[src/rtl/kbt_pkg.sv]
// Package: shared types and constants for the keyboard port trap block.
// Assumes the four access kinds are indexed as listed below; the enable,
// cause and clear vectors at the top-level ports all use that index.
package kbt_pkg;

    localparam int N_ACC = 4;

    // Access-kind bit positions (shared by enables, causes and clears)
    localparam int ACC_RD_DATA = 0;
    localparam int ACC_WR_DATA = 1;
    localparam int ACC_RD_CMD  = 2;
    localparam int ACC_WR_CMD  = 3;

    typedef enum logic [1:0] {
        SEQ_IDLE  = 2'd0,
        SEQ_ARMED = 2'd1,
        SEQ_DATA  = 2'd2
    } seq_state_e;

endpackage

[src/rtl/kbt_decode.sv]
// Module: kbt_decode
// Turns one strobed I/O cycle into a one-hot access-kind vector.
// Assumes io_strobe lasts one clock per access; addresses other than the
// two watched ports give an all-zero vector.
module kbt_decode #(
    parameter int ADDR_W    = 16,
    parameter int DATA_PORT = 16'h0060,
    parameter int CMD_PORT  = 16'h0064
) (
    input  logic              io_strobe,
    input  logic [ADDR_W-1:0] io_addr,
    input  logic              io_write,
    output logic [kbt_pkg::N_ACC-1:0] acc_vec
);
    import kbt_pkg::*;

    localparam logic [ADDR_W-1:0] DATA_A = ADDR_W'(DATA_PORT);
    localparam logic [ADDR_W-1:0] CMD_A  = ADDR_W'(CMD_PORT);

    logic hit_data;
    logic hit_cmd;

    // Purpose: match the address against the two watched ports
    always_comb begin
        hit_data = io_strobe && (io_addr == DATA_A);
        hit_cmd  = io_strobe && (io_addr == CMD_A);
    end

    // Purpose: split each port hit by direction into the access-kind vector
    always_comb begin
        acc_vec              = '0;
        acc_vec[ACC_RD_DATA] = hit_data && !io_write;
        acc_vec[ACC_WR_DATA] = hit_data &&  io_write;
        acc_vec[ACC_RD_CMD]  = hit_cmd  && !io_write;
        acc_vec[ACC_WR_CMD]  = hit_cmd  &&  io_write;
    end

endmodule

[src/rtl/kbt_seq_fsm.sv]
// Module: kbt_seq_fsm
// Follows the gate-A20 handshake (D1h command, data write, FFh close).
// Produces a combinational bypass flag for handshake steps, so that they
// are never trapped. Any other access cancels the handshake and is treated
// as if the sequencer were idle; a fresh D1h restarts it.
// Assumes acc_vec is one-hot or zero.
module kbt_seq_fsm #(
    parameter int GATE_CMD = 8'hD1,
    parameter int CLOSE_CMD = 8'hFF
) (
    input  logic                      clk,
    input  logic                      rst_n,
    input  logic [kbt_pkg::N_ACC-1:0] acc_vec,
    input  logic [7:0]                wdata,
    output logic                      bypass,
    output kbt_pkg::seq_state_e       state,
    output logic                      seq_active
);
    import kbt_pkg::*;

    localparam logic [7:0] GATE_B  = 8'(GATE_CMD);
    localparam logic [7:0] CLOSE_B = 8'(CLOSE_CMD);

    seq_state_e nxt;

    // Purpose: choose the next sequence state and flag handshake steps
    always_comb begin
        nxt    = state;
        bypass = 1'b0;
        if (|acc_vec) begin
            if (state == SEQ_ARMED && acc_vec[ACC_WR_DATA]) begin
                nxt    = SEQ_DATA;
                bypass = 1'b1;
            end else if (state == SEQ_DATA && acc_vec[ACC_WR_CMD] && wdata == CLOSE_B) begin
                nxt    = SEQ_IDLE;
                bypass = 1'b1;
            end else if (acc_vec[ACC_WR_CMD] && wdata == GATE_B) begin
                nxt    = SEQ_ARMED;
                bypass = 1'b1;
            end else begin
                nxt    = SEQ_IDLE;
            end
        end
    end

    // Purpose: register the state and the sequence-in-progress flag
    always_ff @(posedge clk) begin
        if (!rst_n) begin
            state      <= SEQ_IDLE;
            seq_active <= 1'b0;
        end else begin
            state      <= nxt;
            seq_active <= (nxt != SEQ_IDLE);
        end
    end

    // the data step advances and keeps the flag high
    a_r4_data_step: assert property (@(posedge clk) disable iff (!rst_n)
        (state == SEQ_ARMED && acc_vec[ACC_WR_DATA]) |=> (state == SEQ_DATA && seq_active));

    // the close step drops the flag
    a_r5_close_step: assert property (@(posedge clk) disable iff (!rst_n)
        (state == SEQ_DATA && acc_vec[ACC_WR_CMD] && wdata == CLOSE_B) |=> !seq_active);

    // a read always cancels a sequence in progress
    a_r6_break_read: assert property (@(posedge clk) disable iff (!rst_n)
        (acc_vec[ACC_RD_DATA] || acc_vec[ACC_RD_CMD]) |=> (state == SEQ_IDLE && !seq_active));

    // reset clears the sequence
    a_r1_seq_reset: assert property (@(posedge clk)
        !rst_n |=> (state == SEQ_IDLE && !seq_active));

endmodule

[src/rtl/kbt_status.sv]
// Module: kbt_status
// Holds the sticky trap-cause latches and the USB interrupt latch.
// A set and a clear on the same edge leave the latch set.
// Assumes set and clear inputs are sampled once per clock.
module kbt_status #(
    parameter int N_CAUSE = 4
) (
    input  logic               clk,
    input  logic               rst_n,
    input  logic [N_CAUSE-1:0] cause_set,
    input  logic [N_CAUSE-1:0] cause_clr,
    input  logic               usb_set,
    input  logic               usb_clr,
    output logic [N_CAUSE-1:0] cause_q,
    output logic               usb_q
);

    for (genvar i = 0; i < N_CAUSE; i++) begin : g_cause
        // Purpose: one sticky cause bit, set has priority over clear
        always_ff @(posedge clk) begin
            if (!rst_n)
                cause_q[i] <= 1'b0;
            else if (cause_set[i])
                cause_q[i] <= 1'b1;
            else if (cause_clr[i])
                cause_q[i] <= 1'b0;
        end

        // a set on the same edge as a clear wins
        a_r8_set_wins: assert property (@(posedge clk) disable iff (!rst_n)
            cause_set[i] |=> cause_q[i]);

        // without a clear the bit holds
        a_r7_hold: assert property (@(posedge clk) disable iff (!rst_n)
            (cause_q[i] && !cause_clr[i]) |=> cause_q[i]);
    end

    // Purpose: USB interrupt latch, set has priority over clear
    always_ff @(posedge clk) begin
        if (!rst_n)
            usb_q <= 1'b0;
        else if (usb_set)
            usb_q <= 1'b1;
        else if (usb_clr)
            usb_q <= 1'b0;
    end

    // a request always leaves the latch set
    a_r10_usb_set: assert property (@(posedge clk) disable iff (!rst_n)
        usb_set |=> usb_q);

endmodule

[src/rtl/kbd_port_trap.sv]
// Module: kbd_port_trap (top)
// Decides per keyboard-port I/O cycle whether to forward it or to trap it
// and request an SMI, honouring the gate-A20 handshake bypass.
// Assumes one strobe per access; pass_fwd is a one-cycle pulse in the
// cycle after the strobe edge.
module kbd_port_trap #(
    parameter int ADDR_W    = 16,
    parameter int DATA_PORT = 16'h0060,
    parameter int CMD_PORT  = 16'h0064,
    parameter int GATE_CMD  = 8'hD1,
    parameter int CLOSE_CMD = 8'hFF
) (
    input  logic              clk,
    input  logic              rst_n,
    input  logic              io_strobe,
    input  logic [ADDR_W-1:0] io_addr,
    input  logic              io_write,
    input  logic [7:0]        io_wdata,
    input  logic [3:0]        trap_en,
    input  logic              irq_smi_en,
    input  logic              pirqd_en,
    input  logic              usb_irq_req,
    input  logic [3:0]        clr_cause,
    input  logic              clr_usb,
    output logic              pass_fwd,
    output logic              smi_req,
    output logic              pirqd_req,
    output logic [3:0]        cause,
    output logic              cause_usb_lat,
    output logic              seq_active
);
    import kbt_pkg::*;

    localparam logic [7:0] GATE_B = 8'(GATE_CMD);

    logic [N_ACC-1:0] acc_vec;
    logic [N_ACC-1:0] trap_vec;
    logic             bypass;
    logic             usb_q;
    seq_state_e       state;

    kbt_decode #(
        .ADDR_W   (ADDR_W),
        .DATA_PORT(DATA_PORT),
        .CMD_PORT (CMD_PORT)
    ) u_decode (
        .io_strobe(io_strobe),
        .io_addr  (io_addr),
        .io_write (io_write),
        .acc_vec  (acc_vec)
    );

    kbt_seq_fsm #(
        .GATE_CMD (GATE_CMD),
        .CLOSE_CMD(CLOSE_CMD)
    ) u_seq (
        .clk       (clk),
        .rst_n     (rst_n),
        .acc_vec   (acc_vec),
        .wdata     (io_wdata),
        .bypass    (bypass),
        .state     (state),
        .seq_active(seq_active)
    );

    // Purpose: an access is trapped when enabled and not a handshake step
    always_comb begin
        trap_vec = acc_vec & trap_en & {N_ACC{!bypass}};
    end

    kbt_status #(
        .N_CAUSE(N_ACC)
    ) u_status (
        .clk      (clk),
        .rst_n    (rst_n),
        .cause_set(trap_vec),
        .cause_clr(clr_cause),
        .usb_set  (usb_irq_req),
        .usb_clr  (clr_usb),
        .cause_q  (cause),
        .usb_q    (usb_q)
    );

    // Purpose: register the forward pulse for accesses that were not trapped
    always_ff @(posedge clk) begin
        if (!rst_n)
            pass_fwd <= 1'b0;
        else
            pass_fwd <= (|acc_vec) && !(|trap_vec);
    end

    // Purpose: combine latches and enables into the interrupt requests
    always_comb begin
        cause_usb_lat = usb_q && irq_smi_en;
        pirqd_req     = usb_q && pirqd_en;
        smi_req       = (|(cause & trap_en)) || cause_usb_lat;
    end

    // a trapped access is not forwarded
    a_r3_trap_blocks: assert property (@(posedge clk) disable iff (!rst_n)
        (|trap_vec) |=> !pass_fwd);

    // an untrapped access to a watched port is forwarded
    a_r3_fwd_clean: assert property (@(posedge clk) disable iff (!rst_n)
        ((|acc_vec) && !(|trap_vec)) |=> pass_fwd);

    // the gate command from idle is forwarded and opens the sequence
    a_r2_gate_open: assert property (@(posedge clk) disable iff (!rst_n)
        (state == SEQ_IDLE && acc_vec[ACC_WR_CMD] && io_wdata == GATE_B)
            |=> (pass_fwd && seq_active));

    // no watched-port hit means no forward pulse
    a_r11_other_addr: assert property (@(posedge clk) disable iff (!rst_n)
        !(|acc_vec) |=> !pass_fwd);

    // reset clears the visible state
    a_r1_reset: assert property (@(posedge clk)
        !rst_n |=> (!pass_fwd && cause == 4'd0 && !cause_usb_lat));

endmodule

[config.mk]
export PLATFORM = sky130hd
export DESIGN_NAME = kbd_port_trap
export DESIGN_NICKNAME = d
export VERILOG_FILES = /design/src/rtl/kbt_pkg.sv /design/src/rtl/kbt_decode.sv /design/src/rtl/kbt_seq_fsm.sv /design/src/rtl/kbt_status.sv /design/src/rtl/kbd_port_trap.sv
export SDC_FILE = /design/constraint.sdc
export NUM_CORES = 1
export LEC_CHECK = 0
export BUFFER_PORTS_ARGS = -buffer_cell sky130_fd_sc_hd__buf_2
export CORE_AREA = 2 2 43 45
export DETAILED_ROUTE_END_ITERATION = 16
export DIE_AREA = 0 0 45 47
export PLACE_DENSITY = 0.8
export REMOVE_ABC_BUFFERS = 1
export SETUP_SLACK_MARGIN = 0.02
export SYNTH_ARGS = -nofsm -noshare
export SYNTH_HDL_FRONTEND = slang
export SYNTH_SLANG_ARGS = --single-unit
[constraint.sdc]
create_clock -name clk -period 1.95 [get_ports clk]
set_clock_uncertainty 0.1 [all_clocks]
set_input_delay 0 -clock clk [delete_from_list [all_inputs] [get_ports clk]]
set_output_delay 0 -clock clk [all_outputs]
set_load 0.02 [all_outputs]
==> results.tsv <==
stage	metric	value	unit
sta	tightest_slew	399	ps
yosys	synth-xor-area-share	0	%
clock_network	tritoncts	done	
sta	rsz0062_at_grt	no	
sta	max_freq	526	MHz
yosys	synth-adder-area-share	0	%
finish	n_antenna_cell	0	
sta	finalSetupViolCount	0	
yosys	seq_area_frac_synth	31.0	%
worst_setup_path	crit_start	usb_irq_req	
worst_setup_path	r2r_setup_slack	110	ps
routing	vias_per_cell	5.18	
routing	via_count	731	
finish	nets	165	
finish	area_delta_synth_final	67.1	%
worst_setup_path	worstSetupEndpointType	flip-flop	
yosys	avgSynthCellArea	9.38	sq um
clock_network	post_cts_buffers	0	
worst_setup_path	slowest_delay	570	ps
clock_network	cts_sinks	9	
routing	drtIter0Drc	17	
finish	fillers	145	
routing	totalWireLength	1830	um
worst_setup_path	critical_path_class	in2reg	
global_routing	grt_overflow	0	
global_routing	antenna_found_initial	0	
floorplan	rows	15	
global_routing	grtUsageTotal	17.0	%
pwr	ir_worst_vdd	384	uV
clock_network	clkTransAtPathRegs	70	ps
sta	period_share	97.5	%
pwr	p_per_area	447	nW/um^2
routing	firstDrtPassIters	6	
worst_setup_path	worst_path_most_repeated_cell	dlygate4sd3_1	
worst_setup_path	cp_slowest_cell	dlygate4sd3_1	
yosys	yosysWarnings	0	
yosys	synthMuxAreaShare	1.94	%
yosys	synth_top_family_by_area	simple AND/OR/NAND/NOR gates	
clock_network	clk_path_buf_depth	2	
sta	holdWs	35.8	ps
sta	slew_headroom	73.1	%
worst_hold_path	hp-class	in2reg	
worst_setup_path	startpoint_type	primary input	
finish	layout_commonest_cell	buf_2	
yosys	yosys.cell_types.count	27	
worst_setup_path	required	2010	ps
sta	fin_setup_tns	0	ps
outcome	outcome	completed	
floorplan	die-area	2120	sq um
sta	setup_ws	48.3	ps
flow_run	maxCapViolCount	0	
finish	drive_gt1_share	51.6	%
finish	layout_common_cells	buf_2 (48), dlygate4sd3_1 (10), dfxtp_1 (8), nand2_1 (6)	
routing	wire_per_inst	13.0	um
yosys	synth-seq-cells	9	
worst_setup_path	cp_cell_sequence	dlygate4sd3_1, buf_2, a21oi_1, dlygate4sd3_1, nor2_1, dlygate4sd3_1	
floorplan	pin_count	49	
global_routing	grt_pass1_wl	2590	um
routing	ant_nets	0	
worst_hold_path	min_from	trap_en[3]	
sta	period_minus_slack	1900	ps
global_routing	grt_max_degree	11	
yosys	netlist_area	582	sq um
place	port_buffers	48	
worst_setup_path	crit_fanout	1	
pwr	p_leak	0.479	nW
floorplan	core_area	1650	sq um
floorplan	initial_core_util	35.2	%
sta	slew_violations	0	
place	hpwl	1340	um
yosys	synth_cells	62	
clock_network	cts_buffers	3	
place	dpl_worst_slack	409	ps
routing	route.detailed.drc	0	
clock_network	cts_root_buf	clkbuf_4	
sta	timing_hold_violations_final	0	
worst_setup_path	r2r-start	u_status.usb_q	
yosys	yosys.area_share.simple	47.5	%
floorplan	fp.dieW	45	um
clock_network	h-tree-depth	1	
floorplan	die_h	47	um
yosys	synth_compound_area_share	16.3	%
place	routabilityCongestion	0.697	
global_routing	grt_pass1_vias	654	
worst_setup_path	crit_arrival	1960	ps
clock_network	clock_latency	270	ps
per-stage QoR:
| stage | power, mW | cell area, sq um | utilization [%] | std cells |
|---|---|---|---|---|
| after floorplan | 0.219 | 582 | - | 62 |
| after global placement | 0.274 | 843 | 51.1 | 127 |
| after detailed placement | 0.276 | 843 | 51.1 | 127 |
| after CTS | 0.433 | 971 | 58.8 | 141 |
| after global routing | 0.462 | 972 | 58.9 | 141 |
| final | 0.435 | 972 | 58.9 | 141 |
final cells by class:
class	count	area, sq um	area share (%)
well taps	17	21.3	2.19
repair buffers	58	340	35.0
multi-input cells	48	383	39.4
clock inverters	1	5.00	0.515
inverters	5	18.8	1.93
clock buffers	3	22.5	2.32
flip-flops and latches	9	181	18.7
worst max-delay path: cells and delay by family:
family,cells,cell delay (ps)
simple gates,1,40
compound gates,1,120
buf+inv,4,1800
where the power goes:
group | switching, mW | internal, mW | leakage, nW | total, mW
Clock | 0.0722 | 0.0759 | 0.0177 | 0.148
Sequential | 0.000765 | 0.185 | 0.0733 | 0.186
Combinational | 0.0439 | 0.0571 | 0.388 | 0.101
Total | 0.117 | 0.318 | 0.479 | 0.435
synth_stat cells (all sizes together):
| master | n | share of area, % |
|---|---|---|
| or3b | 1 | 1.5 |
| and2 | 5 | 5.4 |
| or4 | 1 | 1.9 |
| a21oi | 4 | 3.4 |
| nor2 | 3 | 1.9 |
| o22ai | 2 | 2.2 |
| o32ai | 1 | 1.5 |
| nor3 | 1 | 0.86 |
| mux2 | 1 | 1.9 |
| dfxtp | 9 | 31 |
| and4b | 1 | 1.7 |
| nand4 | 1 | 3.7 |
| a211o | 1 | 1.7 |
| nand2 | 6 | 3.9 |
| nand3 | 3 | 2.6 |
| inv | 5 | 3.2 |
| nand3b | 2 | 2.6 |
| a31oi | 1 | 1.1 |
| a31o | 1 | 1.5 |
| o21ai | 1 | 0.86 |
| or3 | 1 | 1.3 |
| nand2b | 3 | 3.2 |
| nor4b | 3 | 12 |
| a221oi | 1 | 1.5 |
| a22oi | 2 | 2.6 |
| nor4 | 2 | 4.7 |
flip-flops by register name, summed over array words and instances, names as in the netlist:
signal,flops
u_status.usb_q,1
pass_fwd,1
u_seq.state,2
u_seq.seq_active,1
u_status.cause_q,4
cell families (layout without fill, tap and decap cells):
group                  count (synthesis)  after routing
AND/OR/NAND/NOR                       33             33
buffers and inverters                  5             67
multiplexers                           1              1
flip-flops                             9              9
AO/OA/AOI/OAI                         14             14
timing repair:
| action | in CTS | in global routing |
|---|---|---|
| hold buffers | 10 | 0 |
| setup endpoints to repair | 0 | 1 |
| endpoints found under the hold margin | 6 | 0 |
| gates resized for setup | 0 | 1 |
final timing paths:
kind	to	cells after the start
max	u_status.usb_q	6
min	u_status.cause_q[3]	4
max reg2reg	u_status.usb_q	4
min reg2reg	u_status.cause_q[3]	2
metal layers:
metal | vias to the layer above | track usage (%) | share of wire, %
met4 | 0 | 5.29 | 3.1
li1 | 356 | - | -
met2 | 38 | 34.0 | 56
met1 | 327 | 15.8 | 33
met3 | 10 | 6.54 | 7.9
met5 | - | 0 | 0
Power figures use the tool's default switching activity.
